**config.mk**
```make
export PLATFORM = sky130hd
export DESIGN_NAME = ps2_kbd_rx
export DESIGN_NICKNAME = d
export VERILOG_FILES = /design/src/rtl/ps2rx_pkg.sv /design/src/rtl/ps2rx_sync.sv /design/src/rtl/ps2rx_timer.sv /design/src/rtl/ps2rx_fsm.sv /design/src/rtl/ps2_kbd_rx.sv
export SDC_FILE = /design/constraint.sdc
export NUM_CORES = 1
export LEC_CHECK = 0
export BUFFER_PORTS_ARGS = -buffer_cell sky130_fd_sc_hd__buf_2
export CAP_MARGIN = 10
export CORE_MARGIN = 1
export CORE_UTILIZATION = 40
export CTS_CLUSTER_SIZE = 10
export DETAILED_ROUTE_END_ITERATION = 12
export PLACE_DENSITY = 0.65
export SETUP_SLACK_MARGIN = 0.1
export SYNTH_ARGS = -nofsm -noshare
export SYNTH_HDL_FRONTEND = slang
export SYNTH_SLANG_ARGS = --single-unit
export TNS_END_PERCENT = 100
```
**constraint.sdc**
```tcl
create_clock -name clk -period 4 [get_ports clk]
set_clock_uncertainty 0.2 [all_clocks]
set_input_delay 0.2 -clock clk [delete_from_list [all_inputs] [get_ports clk]]
set_output_delay 0.2 -clock clk [all_outputs]
set_load 0.01 [all_outputs]
```
**src/rtl/ps2rx_pkg.sv**
```systemverilog
package ps2rx_pkg;
  typedef enum logic [1:0] {
    ST_IDLE = 2'd0,
    ST_DATA = 2'd1,
    ST_PAR  = 2'd2,
    ST_STOP = 2'd3
  } rx_state_e;

  localparam int unsigned BYTE_W   = 8;
  localparam logic [7:0]  RESEND_CMD = 8'hFE;
endpackage

```
**src/rtl/ps2rx_sync.sv**
```systemverilog
module ps2rx_sync #(
  parameter int unsigned W      = 2,
  parameter int unsigned STAGES = 2,
  parameter logic        RST_VAL = 1'b1
) (
  input  logic         clk,
  input  logic         rst_n,
  input  logic [W-1:0] async_i,
  output logic [W-1:0] sync_o
);
  logic [W-1:0] stg_q [STAGES];

  for (genvar s = 0; s < STAGES; s++) begin : g_stage
    if (s == 0) begin : g_first
      always_ff @(posedge clk or negedge rst_n) begin
        if (!rst_n) stg_q[s] <= {W{RST_VAL}};
        else        stg_q[s] <= async_i;
      end
    end else begin : g_rest
      always_ff @(posedge clk or negedge rst_n) begin
        if (!rst_n) stg_q[s] <= {W{RST_VAL}};
        else        stg_q[s] <= stg_q[s-1];
      end
    end
  end

  assign sync_o = stg_q[STAGES-1];
endmodule

```
**src/rtl/ps2rx_timer.sv**
```systemverilog
module ps2rx_timer #(
  parameter int unsigned TICK_DIV = 200,
  parameter int unsigned LIMIT    = 100
) (
  input  logic clk,
  input  logic rst_n,
  input  logic restart_i,
  output logic expired_o
);
  localparam int unsigned PW = (TICK_DIV > 1) ? $clog2(TICK_DIV) : 1;
  localparam int unsigned UW = (LIMIT > 1) ? $clog2(LIMIT) : 1;
  localparam logic [PW-1:0] PRE_LAST = PW'(TICK_DIV - 1);
  localparam logic [UW-1:0] US_LAST  = UW'(LIMIT - 1);

  logic [PW-1:0] pre_q, pre_d;
  logic [UW-1:0] us_q, us_d;
  logic          exp_q, exp_d;

  always_comb begin
    pre_d = pre_q;
    us_d  = us_q;
    exp_d = exp_q;
    if (restart_i) begin
      pre_d = '0;
      us_d  = '0;
      exp_d = 1'b0;
    end else if (!exp_q) begin
      if (pre_q == PRE_LAST) begin
        pre_d = '0;
        if (us_q == US_LAST) begin
          us_d  = '0;
          exp_d = 1'b1;
        end else begin
          us_d = us_q + 1'b1;
        end
      end else begin
        pre_d = pre_q + 1'b1;
      end
    end
  end

  always_ff @(posedge clk or negedge rst_n) begin
    if (!rst_n) begin
      pre_q <= '0;
      us_q  <= '0;
      exp_q <= 1'b0;
    end else begin
      pre_q <= pre_d;
      us_q  <= us_d;
      exp_q <= exp_d;
    end
  end

  assign expired_o = exp_q;

  // a restart always clears the expiry in the next cycle
  a_r7_restart_clears: assert property (@(posedge clk) disable iff (!rst_n)
    restart_i |=> !expired_o);
  // once expired, the flag stays until a restart
  a_r6_expiry_holds: assert property (@(posedge clk) disable iff (!rst_n)
    (expired_o && !restart_i) |=> expired_o);
endmodule

```
**src/rtl/ps2rx_fsm.sv**
```systemverilog
module ps2rx_fsm
  import ps2rx_pkg::*;
(
  input  logic              clk,
  input  logic              rst_n,
  input  logic              fall_i,
  input  logic              dat_i,
  input  logic              abort_i,
  input  logic              tmo_i,
  output logic              accept_o,
  output logic              byte_vld_o,
  output logic [BYTE_W-1:0] byte_o,
  output logic              resend_o
);
  localparam int unsigned CW = $clog2(BYTE_W);
  localparam logic [CW-1:0] CNT_LAST = CW'(BYTE_W - 1);

  rx_state_e         st_q, st_d;
  logic [BYTE_W-1:0] sh_q, sh_d;
  logic [CW-1:0]     cnt_q, cnt_d;
  logic [BYTE_W-1:0] byte_q, byte_d;
  logic              vld_q, vld_d;
  logic              rs_q, rs_d;
  logic              edge_ok;
  logic              par_exp;

  assign edge_ok = fall_i && !abort_i;
  assign par_exp = ~^sh_q;

  always_comb begin
    st_d   = st_q;
    sh_d   = sh_q;
    cnt_d  = cnt_q;
    byte_d = byte_q;
    vld_d  = 1'b0;
    rs_d   = 1'b0;
    if (abort_i) begin
      st_d = ST_IDLE;
    end else if (fall_i) begin
      unique case (st_q)
        ST_IDLE: begin
          if (!dat_i) begin
            st_d  = ST_DATA;
            cnt_d = '0;
            sh_d  = '0;
          end
        end
        ST_DATA: begin
          sh_d  = {dat_i, sh_q[BYTE_W-1:1]};
          cnt_d = cnt_q + 1'b1;
          if (cnt_q == CNT_LAST) st_d = ST_PAR;
        end
        ST_PAR: begin
          if (dat_i == par_exp) begin
            st_d = ST_STOP;
          end else begin
            st_d = ST_IDLE;
            rs_d = 1'b1;
          end
        end
        ST_STOP: begin
          st_d = ST_IDLE;
          if (dat_i) begin
            vld_d  = 1'b1;
            byte_d = sh_q;
          end
        end
        default: st_d = ST_IDLE;
      endcase
    end else if (tmo_i) begin
      st_d = ST_IDLE;
    end
  end

  always_ff @(posedge clk or negedge rst_n) begin
    if (!rst_n) begin
      st_q   <= ST_IDLE;
      sh_q   <= '0;
      cnt_q  <= '0;
      byte_q <= '0;
      vld_q  <= 1'b0;
      rs_q   <= 1'b0;
    end else begin
      st_q   <= st_d;
      sh_q   <= sh_d;
      cnt_q  <= cnt_d;
      byte_q <= byte_d;
      vld_q  <= vld_d;
      rs_q   <= rs_d;
    end
  end

  assign accept_o   = edge_ok;
  assign byte_vld_o = vld_q;
  assign byte_o     = byte_q;
  assign resend_o   = rs_q;

  // the two result strobes are exclusive
  a_r10_exclusive: assert property (@(posedge clk) disable iff (!rst_n)
    !(byte_vld_o && resend_o));
  // a byte strobe lasts a single cycle
  a_r10_vld_pulse: assert property (@(posedge clk) disable iff (!rst_n)
    byte_vld_o |=> !byte_vld_o);
  // after a resend request the receiver waits for a new start bit
  a_r4_resend_idle: assert property (@(posedge clk) disable iff (!rst_n)
    resend_o |-> (st_q == ST_IDLE));
  // a delivered byte leaves the receiver waiting for a new start bit
  a_r5_vld_idle: assert property (@(posedge clk) disable iff (!rst_n)
    byte_vld_o |-> (st_q == ST_IDLE));
  // line ownership by another agent abandons the frame
  a_r8_busy_idle: assert property (@(posedge clk) disable iff (!rst_n)
    abort_i |=> (st_q == ST_IDLE));
  // an expired timer with no edge drops the frame
  a_r6_timeout_idle: assert property (@(posedge clk) disable iff (!rst_n)
    (tmo_i && !fall_i) |=> (st_q == ST_IDLE));
endmodule

```
**src/rtl/ps2_kbd_rx.sv**
```systemverilog
module ps2_kbd_rx #(
  parameter int unsigned CLK_HZ     = 200_000_000,
  parameter int unsigned TIMEOUT_US = 100
) (
  input  logic       clk,
  input  logic       rst_n,
  input  logic       kbd_clk_i,
  input  logic       kbd_dat_i,
  input  logic       line_busy_i,
  output logic       rx_valid_o,
  output logic [7:0] rx_byte_o,
  output logic       resend_req_o
);
  localparam int unsigned TICK_DIV = CLK_HZ / 1_000_000;

  logic [1:0] pins_s;
  logic       kclk_s, kdat_s, kclk_q, fall, accept, tmo;

  ps2rx_sync #(.W(2), .STAGES(2), .RST_VAL(1'b1)) u_sync (
    .clk     (clk),
    .rst_n   (rst_n),
    .async_i ({kbd_clk_i, kbd_dat_i}),
    .sync_o  (pins_s)
  );

  assign kclk_s = pins_s[1];
  assign kdat_s = pins_s[0];

  always_ff @(posedge clk or negedge rst_n) begin
    if (!rst_n) kclk_q <= 1'b1;
    else        kclk_q <= kclk_s;
  end

  assign fall = kclk_q && !kclk_s;

  ps2rx_timer #(.TICK_DIV(TICK_DIV), .LIMIT(TIMEOUT_US)) u_timer (
    .clk       (clk),
    .rst_n     (rst_n),
    .restart_i (accept),
    .expired_o (tmo)
  );

  ps2rx_fsm u_fsm (
    .clk        (clk),
    .rst_n      (rst_n),
    .fall_i     (fall),
    .dat_i      (kdat_s),
    .abort_i    (line_busy_i),
    .tmo_i      (tmo),
    .accept_o   (accept),
    .byte_vld_o (rx_valid_o),
    .byte_o     (rx_byte_o),
    .resend_o   (resend_req_o)
  );

  // no result strobe in the first cycle after reset release
  a_r9_quiet_after_reset: assert property (@(posedge clk) disable iff (!rst_n)
    $rose(rst_n) |-> (!rx_valid_o && !resend_req_o));
endmodule

```
==> results.txt <==
- The worst setup path is captured at a register.
- Fraction of the mapped netlist area in compound gates: about 15%
* Minimum clock period after layout: roughly 2.2 ns
- The cell sitting at the root of the clock tree is a sky130_fd_sc_hd__clkbuf_8.
- The floorplan step defined a die boundary enclosing 5380 µm².
* Clock Path Buffers: 2
- Via count of the first global-routing pass: about 1300
- Yosys mapped a number of flops with a built-in enable equal to 0.
* H-tree depth: 2
- Effective utilization at floorplan: 42.3%
- For this run the aggregate overflow at the end of global routing stands at 0.
* Share of synthesized cell area in full adder, half adder and majority cells: 2.46%
- Type of the worst min-delay path: register to register
* Via Count: between 1000 and 1500
- Type of the worst setup path: primary input to register
- Summing the areas of all and, or, nand and nor instances in the mapped netlist gives 13.4% of the synthesized area.
- The first global-routing pass estimated 5.87 mm of wire.
- Part of the Yosys area used for sequential elements: 54.3%
* Dominant combinational cell family by area after synthesis: compound AO/OA/AOI/OAI gates
- Clock insertion delay at the later pin of the skew report: 0.30 ns
* Sink count of the clock tree: 44
* Final cycle utilization of the critical path: a little over half
* Horizontal die dimension: approximately 73 µm
- Headroom to the max-slew limit came out at between 30% and 40%.
- The number of max-slew violations in the final report is 0.
- At the end of the flow, the number of nets in the layout was 203.
* Number of buffers added by the clock tree synthesis step: 5
- After detailed routing, the average wire length per cell comes to 13.1 µm.
* Status: complete, no violations
- STA classifies the critical path startpoint as a primary input.
- Relative to the synthesized area, the layout overhead comes to 12.1%.
* Via density: between 5 and 6
* Count of maximum capacitance violations: 0
- The detailed router finished its first iteration with 83 violations.
- Cell area power density: 435 nW/µm²
- In this run the standard cell core region covers 4820 µm².
* Number of buffers inserted by port buffering: 14
* Top post-synthesis cells by count: 39 x sky130_fd_sc_hd__dfrtp_1, 13 x sky130_fd_sc_hd__nor2_1, 11 x sky130_fd_sc_hd__nand2_1
- Entering global routing, the biggest net connects 45 pins.
- The synthesized design spends more area on one cell type than any other, namely sky130_fd_sc_hd__dfrtp_1.
* Worst EP arrival: 2.16 ns
- At the pin with the least slew margin, the transition time is ~0.95 ns.
- In this run the static leakage power is between 1 and 1.5 nW.
- Clock transition at path regs: approximately 0.080 ns
- Number of register bits inferred by synthesis: between 40 and 50
- Post-CTS repair changed the size of 0 cells.
- Global placement routability congestion: 0.758
- Final TNS setup: 0 ns
* Post-CTS Setup Repair Bufs: 0
- Diodes inserted: 0
- Final setup violation count: 0
- Multiplexer area fraction after synthesis: 6.02%
* Synth Area per Inst: 11.7 µm²
- In this run the worst path has a maximum fanout of 12.
- TritonCTS clock tree: done
- Summed over all layers, the routed wires come to about 3.4 mm.
- Setup repair after global routing missed its margin: false
* Share of Yosys cell area claimed by the top area cell type: 47.9%
* Detailed-route DRC error count: 0
- Synthesis produced a netlist whose cell count is 174.
- Share of post-route cells with drive strength above 1: 22.6%
- The count of nets left with antenna violations once routing finished came out at 0.
- Post-layout total power: 0.000994 W
- IR analysis of the VDD net gives a maximum drop of ~0.22 mV.
* Die height: 73.4 µm
* Most frequent cell after synthesis: sky130_fd_sc_hd__dfrtp_1
- After synthesis, the cell types taking the most area are sky130_fd_sc_hd__dfrtp_1 48%, sky130_fd_sc_hd__dfstp_2 6.4%, sky130_fd_sc_hd__mux2_2 5.5%.
- Cell area after technology mapping: between 2000 and 2500 µm²
* Total nets after synthesis: 183
- Synth Warn #: 0
* Number of I/O pins: 15
- Among all flip-flop cells after synthesis, the most frequent one is sky130_fd_sc_hd__dfrtp_1.
* Antenna violations before repair: 0
- Overall track demand over capacity in global routing: between 10% and 20%
- For this run, asynchronously set or reset flops after synthesis account for 100%.
- Xor/xnor cell area share of the yosys netlist: 5.83%
- In this run, distinct cell masters in the synthesized netlist total 43.
* Maximum frequency from static timing analysis: 459 MHz
* WP data required: roughly 4 ns
* Post-CTS Hold Fix Bufs: 4
* Std cell rows: 25
* Final number of hold-violating endpoints: 0
- The first detailed-routing pass ran for 4 iterations.
* Post-detailed-placement half-perimeter wirelength: 2.30 mm
## final timing paths
| kind | startpoint | endpoint | slack, ns | depth (start not counted) |
|---|---|---|---|---|
| min reg2reg | u_sync.stg_q[3]$_DFF_PN1_ | u_sync.sync_o[1]$_DFF_PN1_ | 0.16 | 0 |
| min | u_sync.stg_q[3]$_DFF_PN1_ | u_sync.sync_o[1]$_DFF_PN1_ | 0.16 | 0 |
| max in group asynchronous | rst_n | u_fsm.byte_o[6]$_DFFE_PN0P_ | 2.63 | 2 |
| max | line_busy_i | u_fsm.cnt_q[0]$_DFFE_PN0P_ | 1.82 | 5 |
| min in group asynchronous | rst_n | u_timer.us_q[5]$_DFFE_PN0P_ | 0.38 | 2 |
| max reg2reg | kclk_q$_DFF_PN1_ | u_fsm.cnt_q[0]$_DFFE_PN0P_ | 1.92 | 3 |
## layout make-up
cell class	count	area, µm²
fill	462	2530
sequential	44	1110
multi-input combinational	119	865
timing repair buffer	19	118
tap	67	83.8
clock buffer	6	82.6
inverter	5	18.8
clock inverter	2	10.0
## routing by layer
| metal | track usage [%] | part of all wire, % | vias up | routed length [µm] |
|---|---|---|---|---|
| li1 | - | - | 672 | - |
| met4 | 7.69 | 2.3 | 0 | 79 |
| met2 | 20.4 | 43 | 23 | 1470 |
| met1 | 20.6 | 52 | 660 | 1790 |
| met3 | 3.29 | 2.7 | 7 | 94 |
| met5 | 0 | 0 | - | 0 |
## state kept, by name (all words and copies together), names as in the netlist, 2 cells and up
name and cells:
u_fsm.cnt_q 3, u_fsm.sh_q 8, u_sync.sync_o 2, u_timer.us_q 7
u_timer.pre_q 8, u_fsm.st_q 2, u_fsm.byte_o 8, u_sync.stg_q 2
## cells by family (layout without fill, tap and decap cells)
| family | Yosys count | after routing |
|---|---|---|
| AO/OA/AOI/OAI | 40 | 40 |
| XOR/XNOR | 12 | 12 |
| adder cells (fa/ha/maj) | 4 | 4 |
| buffers and inverters | 11 | 32 |
| flip-flops | 44 | 44 |
| multiplexers | 11 | 11 |
| AND/OR/NAND/NOR | 52 | 52 |
## critical path, cell delays in order
cell and delay (ns):
sky130_fd_sc_hd__dlygate4sd3_1 0.53, sky130_fd_sc_hd__buf_2 0.15, sky130_fd_sc_hd__or3b_1 0.51, sky130_fd_sc_hd__a211o_1 0.45, sky130_fd_sc_hd__mux2_2 0.32
## layout by cell type, fill, tap and decap left out, drive strengths merged, types with 2 or more instances in the layout
cell type	instances
dfrtp	39
buf	15
nor2	14
nand2	11
a22o	11
mux2	10
o21ai	10
nand3	7
xor2	6
clkbuf	6
xnor2	5
inv	5
dfstp	5
a21oi	4
and3	4
ha	4
dlygate4sd3	4
nor3	4
nor2b	3
nor3b	2
a21o	2
o2111ai	2
a31oi	2
o22ai	2
clkinv	2
## where the power goes
part           total (W)  leakage (nW)  switching [W]  internal [W]
Sequential      0.000552         0.583      0.0000561      0.000496
Clock           0.000290        0.0510       0.000152      0.000138
Combinational   0.000152         0.467      0.0000801     0.0000715
Total           0.000994          1.10       0.000289      0.000706
## per-stage QoR
stage                     instances  worst slack [ns]  util, %  instance area (µm²)  hold slack, ns
after global placement          250              1.95     44.7                 2150           0.107
after detailed placement        250              1.91     44.7                 2150           0.108
after floorplan                 174              2.04        -                 2040          -0.296
final                           262              1.82     47.4                 2280           0.158
after global routing            262              1.73     47.4                 2280           0.166
after CTS                       262              1.81     47.4                 2280           0.160
No activity file was read; power rests on OpenSTA's default activity.
